==> src/rtl/dsc_pkg.sv <==
package dsc_pkg;
   typedef enum logic [2:0] {
      ACT_HOLD,
      ACT_CLEAR,
      ACT_LOAD,
      ACT_INC,
      ACT_DEC
   } dsc_act_e;
endpackage

==> src/rtl/dsc_strobe_sync.sv <==
module dsc_strobe_sync #(
   parameter int STAGES = 2
) (
   input  logic clk,
   input  logic rst_n,
   input  logic stb,
   output logic lvl,
   output logic rise
);
   if (STAGES < 2) begin : g_bad_stages
      $error("dsc_strobe_sync: STAGES must be at least 2");
   end

   logic [STAGES-1:0] chain;
   logic              prev;

   for (genvar i = 0; i < STAGES; i++) begin : g_chain
      always_ff @(posedge clk or negedge rst_n) begin
         if (!rst_n) begin
            chain[i] <= 1'b1;
         end else begin
            if (i == 0) chain[i] <= stb;
            else        chain[i] <= chain[(i == 0) ? 0 : i-1];
         end
      end
   end

   always_ff @(posedge clk or negedge rst_n) begin
      if (!rst_n) prev <= 1'b1;
      else        prev <= chain[STAGES-1];
   end

   assign lvl  = chain[STAGES-1];
   assign rise = chain[STAGES-1] & ~prev;
endmodule

==> src/rtl/dsc_count_core.sv <==
module dsc_count_core
   import dsc_pkg::*;
#(
   parameter int WIDTH = 4
) (
   input  logic             clk,
   input  logic             rst_n,
   input  logic             clr,
   input  logic             load_n,
   input  logic [WIDTH-1:0] din,
   input  logic             up_go,
   input  logic             dn_go,
   output logic [WIDTH-1:0] q
);
   localparam logic [WIDTH-1:0] TOP = {WIDTH{1'b1}};

   logic [WIDTH-1:0] cnt_r;
   logic [WIDTH-1:0] cnt_nx;
   dsc_act_e         act;

   always_comb begin
      if (clr)         act = ACT_CLEAR;
      else if (!load_n) act = ACT_LOAD;
      else if (up_go)  act = ACT_INC;
      else if (dn_go)  act = ACT_DEC;
      else             act = ACT_HOLD;
   end

   always_comb begin
      case (act)
         ACT_CLEAR: cnt_nx = '0;
         ACT_LOAD:  cnt_nx = din;
         ACT_INC:   cnt_nx = cnt_r + 1'b1;
         ACT_DEC:   cnt_nx = cnt_r - 1'b1;
         default:   cnt_nx = cnt_r;
      endcase
   end

   always_ff @(posedge clk or negedge rst_n) begin
      if (!rst_n) cnt_r <= '0;
      else        cnt_r <= cnt_nx;
   end

   assign q = clr ? '0 : (!load_n ? din : cnt_r);


   clear_hold_chk: assert property (@(posedge clk) disable iff (!rst_n)
      clr |=> cnt_r == '0);

   load_take_chk: assert property (@(posedge clk) disable iff (!rst_n)
      (!clr && !load_n) |=> cnt_r == $past(din));

   inc_step_chk: assert property (@(posedge clk) disable iff (!rst_n)
      (!clr && load_n && up_go) |=> cnt_r == WIDTH'($past(cnt_r) + 1'b1));

   dec_step_chk: assert property (@(posedge clk) disable iff (!rst_n)
      (!clr && load_n && !up_go && dn_go) |=> cnt_r == WIDTH'($past(cnt_r) - 1'b1));

   top_wrap_chk: assert property (@(posedge clk) disable iff (!rst_n)
      (!clr && load_n && up_go && cnt_r == TOP) |=> cnt_r == '0);

   idle_hold_chk: assert property (@(posedge clk) disable iff (!rst_n)
      (!clr && load_n && !up_go && !dn_go) |=> $stable(cnt_r));
endmodule

==> src/rtl/dsc_terminal.sv <==
module dsc_terminal #(
   parameter int WIDTH = 4
) (
   input  logic [WIDTH-1:0] q,
   input  logic             up_lvl,
   input  logic             dn_lvl,
   output logic             tcu_n,
   output logic             tcd_n
);
   localparam logic [WIDTH-1:0] TOP = {WIDTH{1'b1}};

   assign tcu_n = ~((q == TOP) & ~up_lvl);
   assign tcd_n = ~((q == '0)  & ~dn_lvl);
endmodule

==> src/rtl/dstrobe_counter.sv <==
module dstrobe_counter #(
   parameter int WIDTH       = 4,
   parameter int SYNC_STAGES = 2
) (
   input  logic             clk,
   input  logic             rst_n,
   input  logic             up_stb,
   input  logic             dn_stb,
   input  logic             clr,
   input  logic             load_n,
   input  logic [WIDTH-1:0] din,
   output logic [WIDTH-1:0] q,
   output logic             tcu_n,
   output logic             tcd_n
);
   if (WIDTH < 1) begin : g_bad_width
      $error("dstrobe_counter: WIDTH must be at least 1");
   end

   localparam int NSTB = 2;

   logic [NSTB-1:0] stb_in;
   logic [NSTB-1:0] lvl;
   logic [NSTB-1:0] rise;
   logic            up_go;
   logic            dn_go;

   assign stb_in = {dn_stb, up_stb};

   for (genvar s = 0; s < NSTB; s++) begin : g_sync
      dsc_strobe_sync #(.STAGES(SYNC_STAGES)) u_sync (
         .clk  (clk),
         .rst_n(rst_n),
         .stb  (stb_in[s]),
         .lvl  (lvl[s]),
         .rise (rise[s])
      );
   end

   // an edge only counts while the opposite strobe rests high
   assign up_go = rise[0] & lvl[1];
   assign dn_go = rise[1] & lvl[0];

   dsc_count_core #(.WIDTH(WIDTH)) u_core (
      .clk   (clk),
      .rst_n (rst_n),
      .clr   (clr),
      .load_n(load_n),
      .din   (din),
      .up_go (up_go),
      .dn_go (dn_go),
      .q     (q)
   );

   dsc_terminal #(.WIDTH(WIDTH)) u_term (
      .q     (q),
      .up_lvl(lvl[0]),
      .dn_lvl(lvl[1]),
      .tcu_n (tcu_n),
      .tcd_n (tcd_n)
   );


   carry_cond_chk: assert property (@(posedge clk) disable iff (!rst_n)
      !tcu_n |-> (q == {WIDTH{1'b1}}) && !lvl[0]);

   borrow_cond_chk: assert property (@(posedge clk) disable iff (!rst_n)
      !tcd_n |-> (q == '0) && !lvl[1]);

   both_low_chk: assert property (@(posedge clk) disable iff (!rst_n)
      (!lvl[0] && !lvl[1]) |-> !up_go && !dn_go);
endmodule

==> config.mk <==
export PLATFORM = sky130hd
export DESIGN_NAME = dstrobe_counter
export DESIGN_NICKNAME = d
export VERILOG_FILES = /design/src/rtl/dsc_pkg.sv /design/src/rtl/dsc_strobe_sync.sv /design/src/rtl/dsc_count_core.sv /design/src/rtl/dsc_terminal.sv /design/src/rtl/dstrobe_counter.sv
export SDC_FILE = /design/constraint.sdc
export NUM_CORES = 1
export LEC_CHECK = 0
export BUFFER_PORTS_ARGS = -buffer_cell sky130_fd_sc_hd__buf_2
export CAP_MARGIN = 30
export CORE_AREA = 2 2 39 41
export DETAILED_ROUTE_END_ITERATION = 10
export DIE_AREA = 0 0 41 43
export MAX_ROUTING_LAYER = met4
export PLACE_DENSITY = 0.69
export REMOVE_ABC_BUFFERS = 1
export SKIP_CTS_REPAIR_TIMING = 1
export SYNTH_ARGS = -nofsm -noshare
export SYNTH_HDL_FRONTEND = slang
export SYNTH_SLANG_ARGS = --single-unit
==> constraint.sdc <==
create_clock -name clk -period 2.45 [get_ports clk]
set_clock_uncertainty 0.2 [all_clocks]
set_input_delay 0.245 -clock clk [delete_from_list [all_inputs] [get_ports clk]]
set_output_delay 0.245 -clock clk [all_outputs]
set_load 0.01 [all_outputs]
# Yosys cells after proc, flatten, opt, wreduce, memory -nomap -nowiden
# Index checks and enable logic that the tools add are counted.
[classes]
n_addsub = 2
eq_ne = 5
muxes = 7
bitwise = 12
reduce_logical = 2
[ops]
columns = ["cell", "count"]
rows = [
  ["$pmux W4 S4", 1],
  ["$mux W3", 4],
  ["$mux W4", 2],
  ["$and A1 B1 Y1", 6],
  ["$eq A3 B2 Y1 const B", 2],
  ["$not A1 Y1", 6],
  ["$add A4 B1 Y4 const B", 1],
  ["$eq A4 B4 Y1 const B", 1],
  ["$logic_not A4 Y1", 1],
  ["$reduce_bool A4 Y1", 1],
  ["$sub A4 B1 Y4 const B", 1],
  ["$eq A3 B1 Y1 const B", 1],
  ["$eq A3 B3 Y1 const B", 1],
]
[totals]
regBits = 10
output_inout_bits = 6
wordCells = 35

# Longest topological paths before layout
# Gate-level depths: netlist (run 1).
[logic_depth]
word_depth = 9
mapped_depth = 9

# Hierarchy
# From an unflattened synthesis (run 1), not the netlist that was laid out.
[unflattened]
cells_unflattened = 60
hier_area_um2 = 603.1
[by_module_without_submodules]
columns = ["mod", "n_inst", "cells_each", "area_per_inst_um2"]
rows = [
  ["dsc_count_core", 1, 45, 380.4],
  ["dsc_strobe_sync", 2, 4, 92.6],
  ["dsc_terminal", 1, 5, 25.0],
  ["dstrobe_counter", 1, 2, 12.5],
]

# Worst setup path before layout (run 1)
# Ideal clock, no wire load.
[synth_timing]
path_kind = "flip-flop to flip-flop"
from = "reg g_sync[1].u_sync.chain[1]"
to = "reg u_core.cnt_r[3]"
setup_ns = 0.140
arrival_ns = 1.907
setup_slack_ns = 0.203
path_stages_with_launch = 9
n_path_buf = 0
path_cell_list = "dfstp_2 -> nand4b_4 -> nor3b_4 -> ha_1 -> a21o_1 -> a21oi_1 -> xor2_1 -> o311ai_1 -> a22oi_2"
[synth_via]
elab_chain_len = 8
word_cells_on_any_way = 13
cone_classes = "eq/ne: 4; mux: 5; bitwise: 3; reduce/logical: 1"
[synth_lines]
columns = ["item", "line", "source"]
rows = [
  ["start: declaration", "dsc_strobe_sync.sv:14", "logic [STAGES-1:0] chain;"],
  ["start signal: indexed assignment", "dsc_strobe_sync.sv:22", "if (i == 0) chain[i] <= stb;"],
  ["start signal: indexed assignment", "dsc_strobe_sync.sv:23", "else chain[i] <= chain[(i == 0) ? 0 : i-1];"],
  ["$and A1 B1 Y1", "dsc_strobe_sync.sv:34", "assign rise = chain[STAGES-1] & ~prev;"],
  ["$and A1 B1 Y1", "dstrobe_counter.sv:42", "assign dn_go = rise[1] & lvl[0];"],
  ["$mux W3", "dsc_count_core.sv:25", "else if (dn_go) act = ACT_DEC;"],
  ["$mux W3 *", "dsc_count_core.sv:24", "else if (up_go) act = ACT_INC;"],
  ["$mux W3 *", "dsc_count_core.sv:23", "else if (!load_n) act = ACT_LOAD;"],
  ["$mux W3 *", "dsc_count_core.sv:22", "if (clr) act = ACT_CLEAR;"],
  ["$eq A3 B3 Y1 (tied with other cells)", "dsc_count_core.sv:30", "case (act)"],
  ["$pmux W4 S4 or $reduce_bool A4 Y1 (tied branches)", "--", ""],
  ["end signal: assignment", "dsc_count_core.sv:41", "else cnt_r <= cnt_nx;"],
  ["end: declaration", "dsc_count_core.sv:17", "logic [WIDTH-1:0] cnt_r;"],
]
# Mark *: on every way between the ends. The rest lies on a longest branch, timed or not.
# A chain may end at the register's enable or synchronous reset.

# Final worst setup path (run 1)
[layout_timing]
from = "reg g_sync[0].u_sync.chain[1]"
to = "reg u_core.cnt_r[3]"
[layout_via]
elab_chain_len = 7
word_cells_on_any_way = 13
cone_classes = "eq/ne: 4; mux: 5; bitwise: 3; reduce/logical: 1"
[layout_lines]
columns = ["item", "line"]
rows = [
  ["start: declaration", "dsc_strobe_sync.sv:14"],
  ["start signal: indexed assignment", "dsc_strobe_sync.sv:22"],
  ["start signal: indexed assignment", "dsc_strobe_sync.sv:23"],
  ["$and A1 B1 Y1, on equally long branches", "dsc_strobe_sync.sv:34, dstrobe_counter.sv:42"],
  ["$and A1 B1 Y1 or $mux W3 (tied branches)", "dstrobe_counter.sv:41, dsc_count_core.sv:25"],
  ["$mux W3 *", "dsc_count_core.sv:24"],
  ["$mux W3 *", "dsc_count_core.sv:23"],
  ["$mux W3 *", "dsc_count_core.sv:22"],
  ["$eq A3 B3 Y1 (tied with other cells)", "dsc_count_core.sv:30"],
  ["$pmux W4 S4 or $reduce_bool A4 Y1 (tied branches)", "--"],
]
# Marked as above.

==> impl_metrics.json, run 1 <==
{
  "seqPwrFrac": 0.474,
  "regArea_um2": 258,
  "cp.arrival_ns": 2.19,
  "ys_seq_elements": 10,
  "grt_pass1_wl_um": 1970,
  "start_kind": "flip-flop",
  "clkTransAtPathRegs_ns": 0.06,
  "rows": 14,
  "drtIter0Drc": 7,
  "cp.required_ns": 2.38,
  "maxCapViolCount": 0,
  "synth_ff_type": "dfstp_2",
  "powerDensity_mw_per_mm2": 541,
  "final_antenna_net_count": 0,
  "critPathCaptureType": "flip-flop",
  "gp_congestion": 0.818,
  "via_count": 447,
  "finalHoldViolCount": 0,
  "leakage_nw": 0.353,
  "fmax_ghz": 0.443,
  "whs_ns": 0.0811,
  "place_inst": 82,
  "portBuffers": 15,
  "multi_input_area_um2": 287,
  "finalNonFillerCells": 89,
  "tightest_slew_ns": 0.291,
  "start_util": 0.418,
  "synth_top_area_frac": 0.273,
  "worstSetupPathType": "flip-flop to flip-flop",
  "place_area_um2": 662,
  "grt_antenna_before_repair": 0,
  "syn_area_um2": 578,
  "htreeDepth": 1,
  "fin_crit_ns": 2.26,
  "hold_end": "u_core.cnt_r[3]",
  "drive_above_1_share": 0.438,
  "rr_endpoint": "u_core.cnt_r[3]",
  "fillers": 127,
  "drc": 0,
  "fin_crit_sh": 0.921,
  "grt_pass1_vias": 454,
  "ys_types": 26,
  "io_pins": 16,
  "grt_max_degree": 12,
  "comb_power_share": 0.156,
  "hp-class": "input port to flip-flop",
  "grt_setup_unrepaired": "false",
  "diodes": 0,
  "fp.coreArea_mm2": 0.00138,
  "setup_slack_ns": 0.193,
  "synth_top_cell_by_area": "dfstp_2",
  "hold_depth": 3,
  "synth_seq_area_share": 0.446,
  "slew_violations": 0,
  "worstReg2RegStart": "g_sync[0].u_sync.lvl",
  "overflow": 0,
  "finalSetupTns_ns": 0,
  "place_worst_setup_slack_ns": 0.180,
  "die_h_um": 43,
  "synthTopCellsByCount": "dfstp_2 (6), nor2_1 (6), a21oi_1 (4), dfrtp_1 (4), nand2_1 (3)",
  "fin_total_pwr_mw": 0.394,
  "irDropWorstVdd_mv": 0.374,
  "r2r_cells": 8,
  "r2r_slack_ns": 0.19,
  "clockBufferDepth": 2,
  "grt_usage": 0.173,
  "wire_per_inst_um": 12.2,
  "cts_made_buffers": 3,
  "utilization": 0.526,
  "area_growth_pct": 26.0,
  "nNetsFinal": 87,
  "min_from": "din[3]",
  "synthCells": 51,
  "path_max_fanout": 3,
  "async_flop_share": 1.00,
  "yosys_warnings": 0,
  "routed_wirelength_um": 1090,
  "setup_viol": 0,
  "cts-root-buf": "clkbuf_4",
  "p_sw_frac": 0.243,
  "power_frac_clock": 0.370,
  "design_area_um2": 728,
  "viasPerCell": 5.02,
  "cts_tree": "yes",
  "numClockSinks": 10,
  "p_switching_mw": 0.0956,
  "outcome": "complete, no violations",
  "synth_edf_count": 0,
  "p_int_mw": 0.298,
  "drtPass1Iterations": 4,
  "die_w_um": 41,
  "dieArea_mm2": 0.00176,
  "synth_area_leaders": "dfstp_2 (27%), dfrtp_1 (17%), ha_1 (4.3%)",
  "slew_headroom": 0.803,
  "clk_latency_ns": 0.26,
  "syn_avg_cell_area_um2": 11.3,
  "hpwl_um": 836
}
## worst max-delay path: stages (launching register included)
cell and delay (ns):
dfstp_2 0.57, nand4b_4 0.12, nor3b_4 0.21, ha_1 0.25, a21o_1 0.15, a21oi_1 0.16, xor2_1 0.10, o311ai_1 0.29
a22oi_2 0.07
## worst max-delay path by stage
stage	slack [ns]	end	cells past startpoint	startpoint
final	0.19	u_core.cnt_r[3]	8	g_sync[0].u_sync.lvl
after detailed placement	0.18	u_core.cnt_r[3]	8	g_sync[0].u_sync.lvl
after global placement	0.20	u_core.cnt_r[3]	8	g_sync[1].u_sync.lvl
after global routing	0.01	u_core.cnt_r[3]	8	g_sync[1].u_sync.lvl
after floorplan	0.20	u_core.cnt_r[3]	8	g_sync[1].u_sync.lvl
after CTS	0.16	u_core.cnt_r[3]	8	g_sync[1].u_sync.lvl
## placed cells by master, fill, tap and decap left out
master	count
buf_4	2
xnor2_1	1
dfstp_2	6
nor2_1	6
nand4_1	1
a21oi_1	4
nor3_1	2
o311ai_1	1
xor2_1	1
a32o_2	1
o22ai_1	2
clkbuf_8	1
inv_1	2
ha_1	2
o21ai_0	1
nand2_1	3
nand4b_4	1
clkbuf_4	3
a21o_1	1
nor3b_4	1
dlygate4sd3_1	3
mux2i_1	2
nor2b_1	2
dfrtp_1	4
buf_2	15
a21o_2	1
a31oi_1	2
a22oi_2	1
fa_1	1
## metal layers
| layer | vias up | part of all wire | GRT usage |
|---|---|---|---|
| met4 | 0 | 0 | 0.0400 |
| met2 | 10 | 0.49 | 0.244 |
| met3 | 0 | 0.049 | 0.0785 |
| li1 | 231 | - | - |
| met1 | 206 | 0.46 | 0.224 |
| met5 | - | 0 | - |
## power groups by stage
| stage | sequential [mW] | combinational, mW | clock [mW] |
|---|---|---|---|
| global placement | 0.189 | 0.0569 | 0 |
| detailed placement | 0.190 | 0.0584 | 0 |
| finish | 0.187 | 0.0615 | 0.146 |
| CTS | 0.187 | 0.0586 | 0.152 |
| floorplan | 0.188 | 0.0318 | 0 |
| global route | 0.188 | 0.0704 | 0.161 |
## layout make-up
| cell class | count | area share |
|---|---|---|
| multi-input cells | 37 | 0.393 |
| flip-flops and latches | 10 | 0.354 |
| repair buffers | 20 | 0.165 |
| clock buffers | 4 | 0.0498 |
| well taps | 16 | 0.0275 |
| inverters | 2 | 0.0103 |
## flip-flops by register name (all words and copies together), names as in the netlist
signal and count:
g_sync.u_sync.chain 2, g_sync.u_sync.lvl 2, g_sync.u_sync.prev 2, u_core.cnt_r 4
## cells by family after synthesis
kind of cell / after synthesis / share of synthesized area
XOR/XNOR: 2 / 0.0303
AND/OR/NAND/NOR: 16 / 0.182
adder cells (fa/ha/maj): 3 / 0.0779
buffers and inverters: 4 / 0.0584
AO/OA/AOI/OAI: 14 / 0.171
flip-flops: 10 / 0.446
multiplexers: 2 / 0.0346
No activity file was read; power rests on OpenSTA's default activity.
==> inputs of run 2 (changes only) <==
- CELL_PAD_IN_SITES_DETAIL_PLACEMENT: not set -> 1
- CELL_PAD_IN_SITES_GLOBAL_PLACEMENT: not set -> 1
- CORE_AREA: 2 2 39 41 -> not set
- CORE_MARGIN: not set -> 1.5
- CORE_UTILIZATION: not set -> 37
- DIE_AREA: 0 0 41 43 -> not set
- PLACE_DENSITY: 0.69 -> 0.75
- RECOVER_POWER: not set -> 100
==> run 2 against run 1 <==
Against the previous run:
- sequential share of layout area rose by 0.12 points
- power up 0.43%
- combinational power rose by 3%
==> impl_metrics.json, run 2 (synthesized netlist as in run 1, its figures left out) <==
{
  "place_area_um2": 662,
  "cts-root-buf": "clkbuf_4",
  "htreeDepth": 1,
  "setup_viol": 0,
  "irDropWorstVdd_mv": 0.329,
  "cp.required_ns": 2.38,
  "fp.coreArea_mm2": 0.00149,
  "finalHoldViolCount": 0,
  "fillers": 172,
  "clkTransAtPathRegs_ns": 0.06,
  "grt_antenna_before_repair": 0,
  "cts_made_buffers": 3,
  "largest_reg_flops": 4,
  "layout_common_cells": "buf_2 (8), clkbuf_1 (7), nor2_1 (6), dfstp_2 (6)",
  "overflow": 0,
  "slew_headroom": 0.630,
  "viasPerCell": 5.26,
  "whs_ns": 0.0799,
  "drtPass1Iterations": 1,
  "maxCapViolCount": 0,
  "regMostFlops": "u_core.cnt_r",
  "cp.arrival_ns": 2.24,
  "finalSetupTns_ns": 0,
  "final_antenna_net_count": 0,
  "die_h_um": 42.5,
  "hpwl_um": 985,
  "numClockSinks": 10,
  "clockBufferDepth": 2,
  "drc": 0,
  "wire_per_inst_um": 14.7,
  "fin_crit_sh": 0.943,
  "grt_pass1_wl_um": 2150,
  "slew_violations": 0,
  "fin_crit_ns": 2.31,
  "powerDensity_mw_per_mm2": 545,
  "design_area_um2": 726,
  "grt_setup_unrepaired": "false",
  "drive_above_1_share": 0.342,
  "cts_tree": "yes",
  "critPathCaptureType": "flip-flop",
  "hp-class": "input port to flip-flop",
  "tightest_slew_ns": 0.555,
  "start_util": 0.388,
  "nNetsFinal": 87,
  "routed_wirelength_um": 1310,
  "via_count": 468,
  "die_w_um": 42.5,
  "rows": 14,
  "place_inst": 82,
  "leakage_nw": 0.332,
  "area_growth_pct": 25.5,
  "grt_max_degree": 12,
  "diodes": 0,
  "grt_pass1_vias": 461,
  "grt_usage": 0.163,
  "worstSetupPathType": "flip-flop to flip-flop",
  "finalNonFillerCells": 89,
  "start_kind": "flip-flop",
  "outcome": "complete, no violations",
  "utilization": 0.487,
  "io_pins": 16,
  "clk_latency_ns": 0.26,
  "gp_congestion": 0.858,
  "fmax_ghz": 0.433,
  "path_max_fanout": 3,
  "drtIter0Drc": 0,
  "final_common_cell": "buf_2",
  "portBuffers": 15,
  "dieArea_mm2": 0.00181
}
-- run 2: changes by cell type in the layout (fill, tap and decap cells not counted) --
cell / before / now
a21o_1: 1 / 2
o311ai_2: 0 / 1
clkbuf_1: 0 / 7
buf_2: 15 / 8
a21o_2: 1 / 0
o311ai_1: 1 / 0
-- run 2: per-stage QoR --
step                      power (mW)  worst slack (ns)
final                          0.395             0.140
after global routing           0.417           0.00380
after CTS                      0.399             0.181
after detailed placement       0.251             0.193
after global placement         0.248             0.210
after floorplan                0.220             0.203
-- run 2: critical path, cell delays in order, from the launching register on --
cell	delay, ns
dfstp_2	0.57
nand4b_4	0.12
nor3b_4	0.19
ha_1	0.26
a21o_1	0.16
a21oi_1	0.18
xor2_1	0.24
a32o_2	0.18
a22oi_2	0.07
-- run 2: final timing paths --
check	slack [ns]	to	depth (start not counted)	startpoint
max in group asynchronous	1.40	g_sync[1].u_sync.lvl	2	rst_n
max	0.14	u_core.cnt_r[3]	8	g_sync[0].u_sync.lvl
max reg2reg	0.14	u_core.cnt_r[3]	8	g_sync[0].u_sync.lvl
min	0.08	u_core.cnt_r[1]	3	din[1]
min reg2reg	0.16	g_sync[0].u_sync.lvl	0	g_sync[0].u_sync.chain[0]
min in group asynchronous	0.28	u_core.cnt_r[1]	2	rst_n
-- run 2: area by class of cell --
cell class,instances,area [um^2],share of cell area
Multi-Input combinational cell,37,293,0.403
Sequential cell,10,258,0.355
Timing Repair Buffer,20,111,0.153
Clock buffer,4,36.3,0.0500
Tap cell,16,20.0,0.0276
Inverter,2,7.51,0.0103
-- run 2: report_power, final --
| group | internal (mW) | leakage (nW) | total (mW) | switching (mW) |
|---|---|---|---|---|
| sequential | 0.178 | 0.117 | 0.188 | 0.00905 |
| combinational | 0.0286 | 0.194 | 0.0634 | 0.0348 |
| clock | 0.0901 | 0.0210 | 0.145 | 0.0544 |
-- run 2: layer usage --
metal  GRT usage  part of all wire  vias up
met1       0.212              0.47      229
met3      0.0647             0.047        0
li1            -                 -      229
met5           -                 0        -
met4           0                 0        0
met2       0.258              0.49       10
==> inputs of run 3 (changes only) <==
--- a/config.mk
+++ b/config.mk
@@ -6,13 +6,15 @@
 export NUM_CORES = 1
 export LEC_CHECK = 0
+export ABC_AREA = 1
 export BUFFER_PORTS_ARGS = -buffer_cell sky130_fd_sc_hd__buf_2
 export CAP_MARGIN = 30
 export CELL_PAD_IN_SITES_DETAIL_PLACEMENT = 1
 export CELL_PAD_IN_SITES_GLOBAL_PLACEMENT = 1
+export CORE_ASPECT_RATIO = 0.8
 export CORE_MARGIN = 1.5
-export CORE_UTILIZATION = 37
+export CORE_UTILIZATION = 36
 export DETAILED_ROUTE_END_ITERATION = 10
 export MAX_ROUTING_LAYER = met4
-export PLACE_DENSITY = 0.75
+export PLACE_DENSITY = 0.76
 export RECOVER_POWER = 100
 export REMOVE_ABC_BUFFERS = 1
==> constraint.sdc (replaced) <==
create_clock -name clk -period 2.45 [get_ports clk]
set_clock_uncertainty 0.2 [all_clocks]
set_input_delay 0.1225 -clock clk [delete_from_list [all_inputs] [get_ports clk]]
set_output_delay 0.1225 -clock clk [all_outputs]
set_load 0.01 [all_outputs]
==> run 3 against run 2 <==
Against the previous run:
- non-clock buffer count unchanged
- global-route usage increased by 2.0 points
- setup slack improved by 0.21 ns
- largest cell class unchanged
- die area increased by 9.3%
==> impl_metrics.json, run 3 <==
{
  "wire_per_inst_um": 13.0,
  "slew_headroom": 0.608,
  "grt_pass1_vias": 565,
  "regMostFlops": "u_core.cnt_r",
  "synth_xor_area_frac": 0.0142,
  "synth_top_area_frac": 0.255,
  "viasPerCell": 4.69,
  "die_w_um": 49.3,
  "final_common_cell": "nand2_1",
  "finalSetupTns_ns": 0,
  "fin_crit_ns": 2.10,
  "synth_top_cell_by_area": "dfstp_2",
  "crit_slowest_cell": "dfstp_2",
  "via_count": 567,
  "syn_avg_cell_area_um2": 8.24,
  "critPathCaptureType": "flip-flop",
  "diodes": 0,
  "async_flop_share": 1.00,
  "numClockSinks": 10,
  "place_inst": 112,
  "final_antenna_net_count": 0,
  "htreeDepth": 1,
  "worstSetupPathType": "flip-flop to flip-flop",
  "cp_num_buf_inv": 2,
  "path_cells": "inv_1 -> nor2_1 -> nand3_2 -> inv_1 -> ha_1 -> nand2_1 -> nand2_1 -> a21oi_1 -> nand3_1 -> nand3_1 -> nand3_2",
  "tightest_slew_ns": 0.589,
  "maxCapViolCount": 0,
  "grt_setup_unrepaired": "false",
  "overflow": 0,
  "hp-class": "input port to flip-flop",
  "setup_viol": 0,
  "clk_latency_ns": 0.27,
  "ys_seq_elements": 10,
  "fin_crit_sh": 0.857,
  "layout_common_cells": "nand2_1 (18), inv_1 (10), buf_2 (10), nand3_1 (7), nor2_1 (6)",
  "nNetsFinal": 113,
  "finalHoldViolCount": 0,
  "rows": 13,
  "synth_simple_gate_area_share": 0.332,
  "outcome": "complete, no violations",
  "synth_top_family_by_area": "simple AND/OR/NAND/NOR gates",
  "synth_compound_area_frac": 0.0789,
  "synth_ff_type": "dfstp_2",
  "powerDensity_mw_per_mm2": 512,
  "cts_tree": "yes",
  "drtPass1Iterations": 3,
  "synth_edf_count": 0,
  "grt_pass1_wl_um": 2500,
  "drc": 0,
  "synth_most_common_cell": "nand2_1",
  "syn_area_um2": 618,
  "grt_max_degree": 11,
  "drtIter0Drc": 6,
  "routed_wirelength_um": 1570,
  "slew_violations": 0,
  "cts-root-buf": "clkbuf_4",
  "finalNonFillerCells": 121,
  "cpLargestDelayFamily": "simple AND/OR/NAND/NOR gates",
  "grt_usage": 0.183,
  "die_h_um": 40.1,
  "cp.arrival_ns": 2.06,
  "worst-path-stages": 11,
  "area_growth_pct": 27.7,
  "start_kind": "flip-flop",
  "fmax_ghz": 0.476,
  "irDropWorstVdd_mv": 0.256,
  "synthAdderAreaFrac": 0.0729,
  "synthCells": 75,
  "path_max_fanout": 3,
  "synthTopCellsByCount": "nand2_1 (18), inv_1 (10), nand3_1 (7)",
  "fp.coreArea_mm2": 0.00161,
  "hpwl_um": 1230,
  "synth_area_leaders": "dfstp_2 (26%), dfrtp_1 (16%), nand2_1 (11%)",
  "dieArea_mm2": 0.00198,
  "critical_path.max_stage_delay_ns": 0.53,
  "synth_mux_area_frac": 0,
  "clockBufferDepth": 2,
  "cts_made_buffers": 3,
  "ys_types": 21,
  "gp_congestion": 0.783,
  "cp.required_ns": 2.41,
  "synth_seq_area_share": 0.417,
  "yosys_warnings": 0,
  "grt_antenna_before_repair": 0,
  "start_util": 0.384,
  "io_pins": 16,
  "r2r_cells": 11,
  "hold_depth": 5,
  "clkTransAtPathRegs_ns": 0.07,
  "largest_reg_flops": 4,
  "drive_above_1_share": 0.293,
  "leakage_nw": 0.430,
  "portBuffers": 15
}
==> run 3: cell count changes after synthesis, sizes merged, moves of 3 or more <==
cell / previous run / this run
nor2: 6 / 9
nand3: 0 / 9
nand2: 3 / 20
inv: 2 / 14
==> run 3: final cells by class <==
type                       instances  area, um^2
timing repair buffer              20         119
clock buffer                       4        36.3
multi-input combinational         51         297
fill                             210         821
inverter                          14        52.6
sequential                        10         258
tap                               22        27.5
==> run 3: routing by layer <==
metal  vias up  GRT usage  share of wire
li1        283          -              -
met1       272      0.206           0.45
met2        12      0.341           0.53
met3         0     0.0448          0.027
met4         0     0.0429              0
met5         -          -              0
==> run 3: kinds of logic after synthesis <==
kind of cell / count (synthesis)
simple gates: 40
fa+ha+maj: 3
flops: 10
buf+inv: 14
xor+xnor: 1
compound gates: 7
==> run 3: path summary, 6_finish.rpt <==
check | startpoint | endpoint | slack [ns]
max reg2reg | g_sync[0].u_sync.prev | u_core.cnt_r[3] | 0.35
min reg2reg | g_sync[1].u_sync.chain[0] | g_sync[1].u_sync.lvl | 0.17
max in group asynchronous | rst_n | u_core.cnt_r[1] | 1.50
min in group asynchronous | rst_n | u_core.cnt_r[0] | 0.16
max | g_sync[0].u_sync.prev | u_core.cnt_r[3] | 0.35
min | din[3] | u_core.cnt_r[3] | 0.03
==> run 3: metrics by stage <==
stage / cell area, um^2 / hold slack [ns] / utilization / power (mW) / worst slack (ns)
after floorplan: 618 / -0.373 / - / 0.227 / 0.508
after global placement: 721 / -0.206 / 0.448 / 0.252 / 0.394
after detailed placement: 721 / -0.204 / 0.448 / 0.255 / 0.346
after CTS: 757 / -0.494 / 0.470 / 0.411 / 0.332
after global routing: 790 / 0.0548 / 0.490 / 0.427 / 0.184
final: 790 / 0.0251 / 0.490 / 0.404 / 0.349
==> run 3: report_power, final <==
part / switching [mW] / leakage [nW] / internal [mW]
sequential: 0.0101 / 0.115 / 0.178
combinational: 0.0383 / 0.294 / 0.0279
clock: 0.0594 / 0.0210 / 0.0902
total: 0.108 / 0.430 / 0.296
==> run 3: worst register-to-register path, delay by kind of cell, from the launching register on <==
kind	cells	cell delay, ns
compound gates	1	0.11
fa+ha+maj	1	0.27
buf+inv	2	0.16
flops	1	0.53
simple gates	7	0.70
